<file path="src/rtl/sdp_pkg.sv">
package sdp_pkg;
  typedef enum logic {PH_SEEK = 1'b0, PH_ARMED = 1'b1} phase_e;
endpackage

</file>
<file path="src/rtl/sdp_step_match.sv">
module sdp_step_match #(
  parameter int ADDR_W = 15,
  parameter int DATA_W = 8,
  parameter int NSTEP  = 3,
  parameter logic [NSTEP-1:0][ADDR_W-1:0] SEQ_ADDR = '0,
  parameter logic [NSTEP-1:0][DATA_W-1:0] SEQ_DATA = '0
) (
  input  logic [ADDR_W-1:0] addr_i,
  input  logic [DATA_W-1:0] data_i,
  output logic [NSTEP-1:0]  hit_o
);
  for (genvar i = 0; i < NSTEP; i++) begin : g_cmp
    assign hit_o[i] = (addr_i == SEQ_ADDR[i]) && (data_i == SEQ_DATA[i]);
  end
endmodule

</file>
<file path="src/rtl/sdp_seq_fsm.sv">
module sdp_seq_fsm
  import sdp_pkg::*;
#(
  parameter int NSTEP = 3
) (
  input  logic             clk_i,
  input  logic             rst_ni,
  input  logic             stb_i,
  input  logic             done_i,
  input  logic [NSTEP-1:0] hit_i,
  output logic             armed_o,
  output logic             cmd_o
);
  localparam int STEP_W = (NSTEP > 1) ? $clog2(NSTEP) : 1;
  localparam logic [STEP_W-1:0] LAST = STEP_W'(NSTEP - 1);

  phase_e            phase_q;
  logic [STEP_W-1:0] step_q;
  logic              step_hit;

  assign step_hit = hit_i[step_q];
  // done has priority: a coincident strobe never counts toward the prefix
  assign cmd_o    = stb_i && !done_i && (phase_q == PH_SEEK) && step_hit;
  assign armed_o  = (phase_q == PH_ARMED);

  always_ff @(posedge clk_i or negedge rst_ni) begin
    if (!rst_ni) begin
      phase_q <= PH_SEEK;
      step_q  <= '0;
    end else if (done_i) begin
      phase_q <= PH_SEEK;
      step_q  <= '0;
    end else if (stb_i && phase_q == PH_SEEK) begin
      if (!step_hit) begin
        step_q <= '0;
      end else if (step_q == LAST) begin
        step_q  <= '0;
        phase_q <= PH_ARMED;
      end else begin
        step_q <= step_q + 1'b1;
      end
    end
  end
endmodule

</file>
<file path="src/rtl/sdp_unlock_seq.sv">
module sdp_unlock_seq #(
  parameter int ADDR_W = 15,
  parameter int DATA_W = 8,
  parameter int NSTEP  = 3,
  parameter logic [NSTEP-1:0][ADDR_W-1:0] SEQ_ADDR = {15'h5555, 15'h2AAA, 15'h5555},
  parameter logic [NSTEP-1:0][DATA_W-1:0] SEQ_DATA = {8'hA0, 8'h55, 8'hAA}
) (
  input  logic              clk_i,
  input  logic              rst_ni,
  input  logic              wr_stb_i,
  input  logic [ADDR_W-1:0] wr_addr_i,
  input  logic [DATA_W-1:0] wr_data_i,
  input  logic              cycle_done_i,
  output logic              auth_o,
  output logic              cmd_o
);
  logic [NSTEP-1:0] hit;

  sdp_step_match #(
    .ADDR_W(ADDR_W), .DATA_W(DATA_W), .NSTEP(NSTEP),
    .SEQ_ADDR(SEQ_ADDR), .SEQ_DATA(SEQ_DATA)
  ) u_match (
    .addr_i(wr_addr_i),
    .data_i(wr_data_i),
    .hit_o (hit)
  );

  sdp_seq_fsm #(.NSTEP(NSTEP)) u_fsm (
    .clk_i  (clk_i),
    .rst_ni (rst_ni),
    .stb_i  (wr_stb_i),
    .done_i (cycle_done_i),
    .hit_i  (hit),
    .armed_o(auth_o),
    .cmd_o  (cmd_o)
  );
endmodule

</file>
<file path="config.mk">
export PLATFORM = sky130hd
export DESIGN_NAME = sdp_unlock_seq
export DESIGN_NICKNAME = d
export VERILOG_FILES = /design/src/rtl/sdp_pkg.sv /design/src/rtl/sdp_step_match.sv /design/src/rtl/sdp_seq_fsm.sv /design/src/rtl/sdp_unlock_seq.sv
export SDC_FILE = /design/constraint.sdc
export NUM_CORES = 1
export LEC_CHECK = 0
export ABC_AREA = 1
export BUFFER_PORTS_ARGS = -buffer_cell sky130_fd_sc_hd__buf_2
export CORE_AREA = 2 2 39 41
export CTS_BUF_LIST = sky130_fd_sc_hd__clkbuf_8
export DETAILED_ROUTE_END_ITERATION = 16
export DIE_AREA = 0 0 41 43
export GPL_TIMING_DRIVEN = 0
export HOLD_SLACK_MARGIN = 0.03
export PLACE_DENSITY_LB_ADDON = 0.15
export SLEW_MARGIN = 10
export SYNTH_ARGS = -nofsm -noshare
export SYNTH_HDL_FRONTEND = slang
export SYNTH_SLANG_ARGS = --single-unit
export TNS_END_PERCENT = 10
</file>
<file path="constraint.sdc">
create_clock -name clk_i -period 1.6 [get_ports clk_i]
set_input_delay 0.32 -clock clk_i [delete_from_list [all_inputs] [get_ports clk_i]]
set_output_delay 0.32 -clock clk_i [all_outputs]
set_load 0.005 [all_outputs]
</file>
---- Word level (Yosys, flattened, before mapping) ----
Index checks and enable logic that the tools add are counted.
Widths: inputs -> output; s select.
word-level totals
  flip-flop bits (word level) ............. 3
cells by class
  add/sub/neg operators ................... 1
  $lt $le $gt $ge ......................... 1
  equality and inequality tests ........... 6
  multiplexer cells ....................... 10
  bitwise gates (word level) .............. 1
  reductions and logical operators ........ 12
operators by type and width
  cell                  count
  $eq 8x8->1 const B    2
  $eq 15x14->1 const B  1
  $eq 15x15->1 const B  1
  $eq 8x7->1 const B    1
  $mux 2                4
  $logic_and 1x1->1     7
  $reduce_bool 2->1     3
  $mux 1                5
  $lt 2x3->1 const B    1
  $reduce_and 3->1      1
  $add 2x1->2 const B   1
  $bmux 1 s2            1
  $eq 2x2->1 const B    1
  $logic_not 1->1       1
  $not 1->1             1

---- Depth between registers and ports, before layout ----
  word-level depth ........................ 7
  mapped depth ............................ 10

---- By module ----
From an unflattened synthesis, not the netlist that was laid out.
unflattened totals
  cells, all modules ...................... 80
  area total of the unflattened synthesis .. 414.1 um2
modules (own cells, without submodules)
  module          times used  cells each  area an instance (um2)  seq. area each (um2)
  sdp_step_match  1           54          231.5                   0.0
  sdp_seq_fsm     1           26          182.7                   75.1

---- Least setup slack after synthesis ----
OpenSTA, ideal clock, no wires.
  kind .................................... register to output
  start point ............................. register u_fsm.step_q[0]
  end point ............................... output port cmd_o
  data arrival time ....................... 1.000 ns
  data required time ...................... 1.280 ns
  path slack .............................. 0.280 ns
  stages on the path, launching flop included .. 8
  buffers on the path ..................... 0
  cell sequence ........................... dfrtp_1 inv_1 nand2_1 nor2_1 nand3_1 nand2_1 nand2_1 nor3b_1
on the way
  longest elaborated chain between the ends .. 3
ends and longest elaborated chain
  element                       line                  RTL
  start, declared               sdp_seq_fsm.sv:18     logic [STEP_W-1:0] step_q;
  start signal, assigned        sdp_seq_fsm.sv:40     step_q <= step_q + 1'b1;
  $bmux 1 s2                    sdp_seq_fsm.sv:21     assign step_hit = hit_i[step_q];
  $mux 1 (implied by the code)  sdp_seq_fsm.sv:21
  $logic_and 1x1->1             sdp_seq_fsm.sv:23     assign cmd_o = stb_i && !done_i && (phase_q == PH_SEEK) && step_hit;
  end, declared                 sdp_unlock_seq.sv:15  output logic cmd_o
Every way passes these cells. The select of a mux whose other input is x is not followed.

---- Worst setup path after layout ----
Ends and elaborated chain as after synthesis.

==> implementation parameters <==
Parameter                              Value

Outcome
  Outcome    finished, violations left
  Violations in the final reports    negative setup slack

Route
  Detail Route met3 WL    ~45 um
  Via-to-Cell Ratio    a little over 4
  Highest Signal Layer    met3
  Detailed route wirelength on metal2    between 400 and 500 um
  Wire length reported by the detailed router    933 um
  DR DRC count    0
  Overall via count from detail_route    ~550
  Detailed-route wire length on metal 1    433 um
  Routed wire per std cell    about 7.0 um
  ANT nets after route    0
  Drt initial violations    3
  First-pass DRT Iterations    3

Min path
  Worst hold path class    input pin to flop
  Launch instance of the worst min-delay path    cycle_done_i
  Hold Crit Depth    2
  Worst hold path endpoint    u_fsm.armed_o

GRT
  Number of global-route vias before repair    490
  Wire length of the first global-routing pass    between 1500 and 2000 um
  Overall track demand over capacity in global routing    a little over an eighth
  Remaining global-route overflow    0
  Largest net degree at the start of global routing    6
  Number of antenna violations at the first check in global routing    0

Placed design
  Number of I/O port buffers    28
  Number of instances in the placed design    between 100 and 150
  GP Congestion    between 0.7 and 0.8
  Dpl hpwl    ~800 um
  Setup Slack @ Placement    -31.1 ps

Timing
  Worst Max-Slew Pin Slew    about 220 ps
  Setup TNS    -6.45 ps
  Number of hold-slack violations in the final timing report    0
  RSZ-0062 raised after global routing    true
  Worst slew margin    approximately 85%
  Period utilization    100%
  Number of failing setup endpoints in the final timing report    1
  Setup ws final    -6.45 ps
  Maximum frequency from static timing analysis    622 MHz
  Post-layout min period    about 1600 ps
  Clock Skew    around 1.0 ps
  Final max-slew violation count    0

Critical path
  Arrival @ worst endpoint    approximately 1300 ps
  CP Max Fanout    3
  Critical Path RT    approximately 1300 ps
  Crit Path Class    flop to output pin
  FF-to-FF path depth    10
  Reg-to-reg setup timing slack    ~370 ps
  Worst r2r dst    u_fsm.step_q[0]
  Worst setup EP type    output pin
  Launch instance of the worst register-to-register path    u_fsm.step_q[0]
  Startpoint Class    flop

Layout
  Antenna cells    0
  Synthesis-to-layout area growth    58.0%
  Final net count    approximately 150
  Proportion of layout cells with a drive suffix above 1    37.3%
  Non-filler cells, final    around 130
  Area used by sequential logic in the layout    ~75 um2
  Number of filler cells placed in the layout    175
  Multi-input gate area    around 290 um2

Die
  Total die area    around 0.0018 mm2
  Std-Cell Rows    14
  Total I/O pin count    29
  Die width    just over 40 um
  Die height    between 40 and 50 um
  Floorplan Core Area    around 0.0014 mm2
  Initial Utilization    between 20% and 30%

Clock tree
  Largest buffer count on any clock path    2
  Number of H-tree levels    1
  Total number of clock tree sinks    3
  Clk_lat worst skew    approximately 210 ps
  CTS tree    yes
  Number of CTS-inserted buffers    3
  Clock-pin slew on the worst setup and hold paths    around 30 ps
  Clock root buffer master    clkbuf_8

Logic synthesis
  Async set-or-reset flop fraction in the synthesized netlist    100%
  Top-area cell type share of the netlist area    22.7%
  Yosys warnings    0
  Number of flops mapped to enable cells by yosys    0
  Most numerous cell types in the synthesized netlist    nand2_1 (25), nor2_1 (19), inv_1 (16)
  Register bit total from synthesis    3
  Number of cells produced by synthesis    83
  Post-Syn Nets    110
  Library cells used by synthesis    11
  Top post-synthesis cells by area    nand2_1 (23%), dfrtp_1 (18%), nor2_1 (17%), inv_1 (15%), nor2_2 (9.1%)
  Post-synthesis cell type with the largest combined area    nand2_1
  Leading cell type by number of instances after synthesis    nand2_1
  Cell area after synthesis    414 um2
  Ys flop type    dfrtp_1
  Sequential cell area fraction in the yosys report    between 10% and 20%
  Mapped Avg Cell Area    roughly 5.0 um2

Power and ir drop
  Static power due to leakage    0.000390 uW
  Cell area power density    541 mW/mm2
  Maximum VDD drop    0.000469 V

Job
  Max-cap violations    0
==> per-layer routing <==
metal  track usage (%)  vias up
li1                  -      317
met1              15.3      224
met2              21.6       12
met3              3.14        0
met4              6.00        0
met5                 0        -
==> worst max-delay path by stage <==
stage                          startpoint  endpoint  slack, ps
final                     u_fsm.step_q[0]     cmd_o         -6
after global routing      u_fsm.step_q[0]     cmd_o       -120
after CTS                 u_fsm.step_q[0]     cmd_o        -40
after detailed placement     wr_data_i[1]     cmd_o        -30
after global placement       wr_data_i[1]     cmd_o        -10
after floorplan           u_fsm.step_q[0]     cmd_o        280
==> per-stage QoR <==
stage / hold slack [ps] / power, uW / cell area (um2) / utilization (%)
floorplan: 24.4 / 105 / 414 / -
global placement: 116 / 147 / 574 / 41.5
detailed placement: 116 / 147 / 574 / 41.5
CTS: 290 / 360 / 652 / 47.1
global route: 313 / 373 / 654 / 47.3
finish: 292 / 354 / 654 / 47.3
==> cell type report <==
cell class / count / area share (%)
Clock buffer: 3 / 6.31
Clock inverter: 1 / 0.574
Inverter: 17 / 9.75
Multi-Input combinational cell: 63 / 43.6
Sequential cell: 3 / 11.5
Tap cell: 16 / 3.06
Timing Repair Buffer: 31 / 25.2
==> critical path, cell delays in order (launching register included) <==
cell	delay [ps]
dfrtp_1	390
inv_2	60
nand2_1	50
nor2_1	100
nand3_1	80
nand2_2	80
nand2_2	60
nor3b_2	140
buf_2	120
==> cells by family after synthesis <==
group / Yosys count / share of synthesized area [%]
and+or+nand+nor: 61 / 64.0
DFF: 3 / 18.1
AOI/OAI and AO/OA: 2 / 2.42
buffers and inverters: 17 / 15.4
==> report_power, final <==
part / switching [uW] / total (uW) / internal, uW
Clock: 43.6 / 206 / 163
Sequential: 0.00000349 / 76.5 / 76.5
Combinational: 34.2 / 71.1 / 36.9
Total: 77.8 / 354 / 276
==> state kept, by name, indices dropped and copies added, names as in the netlist <==
register       cells
u_fsm.step_q       2
u_fsm.armed_o      1
==> what timing repair did <==
| item | in CTS | in global routing |
|---|---|---|
| hold endpoints to repair | 3 | 0 |
| pin swaps | 3 | 3 |
| buffers inserted | 2 | 0 |
| hold buffers | 1 | 0 |
| resized for setup | 3 | 1 |
| endpoints found under the setup margin | 1 | 1 |
==> cells in the final DEF (no fill, tap or decap), types with 2 or more instances in the layout <==
cell,n
dfrtp_1,3
buf_4,2
a21oi_1,2
inv_2,2
nand3_1,7
nand4_1,2
nand2_1,23
buf_2,28
nor2_2,6
inv_1,16
clkbuf_8,3
nor2_1,19
nand2_2,2
(Power assumes the default switching activity.)
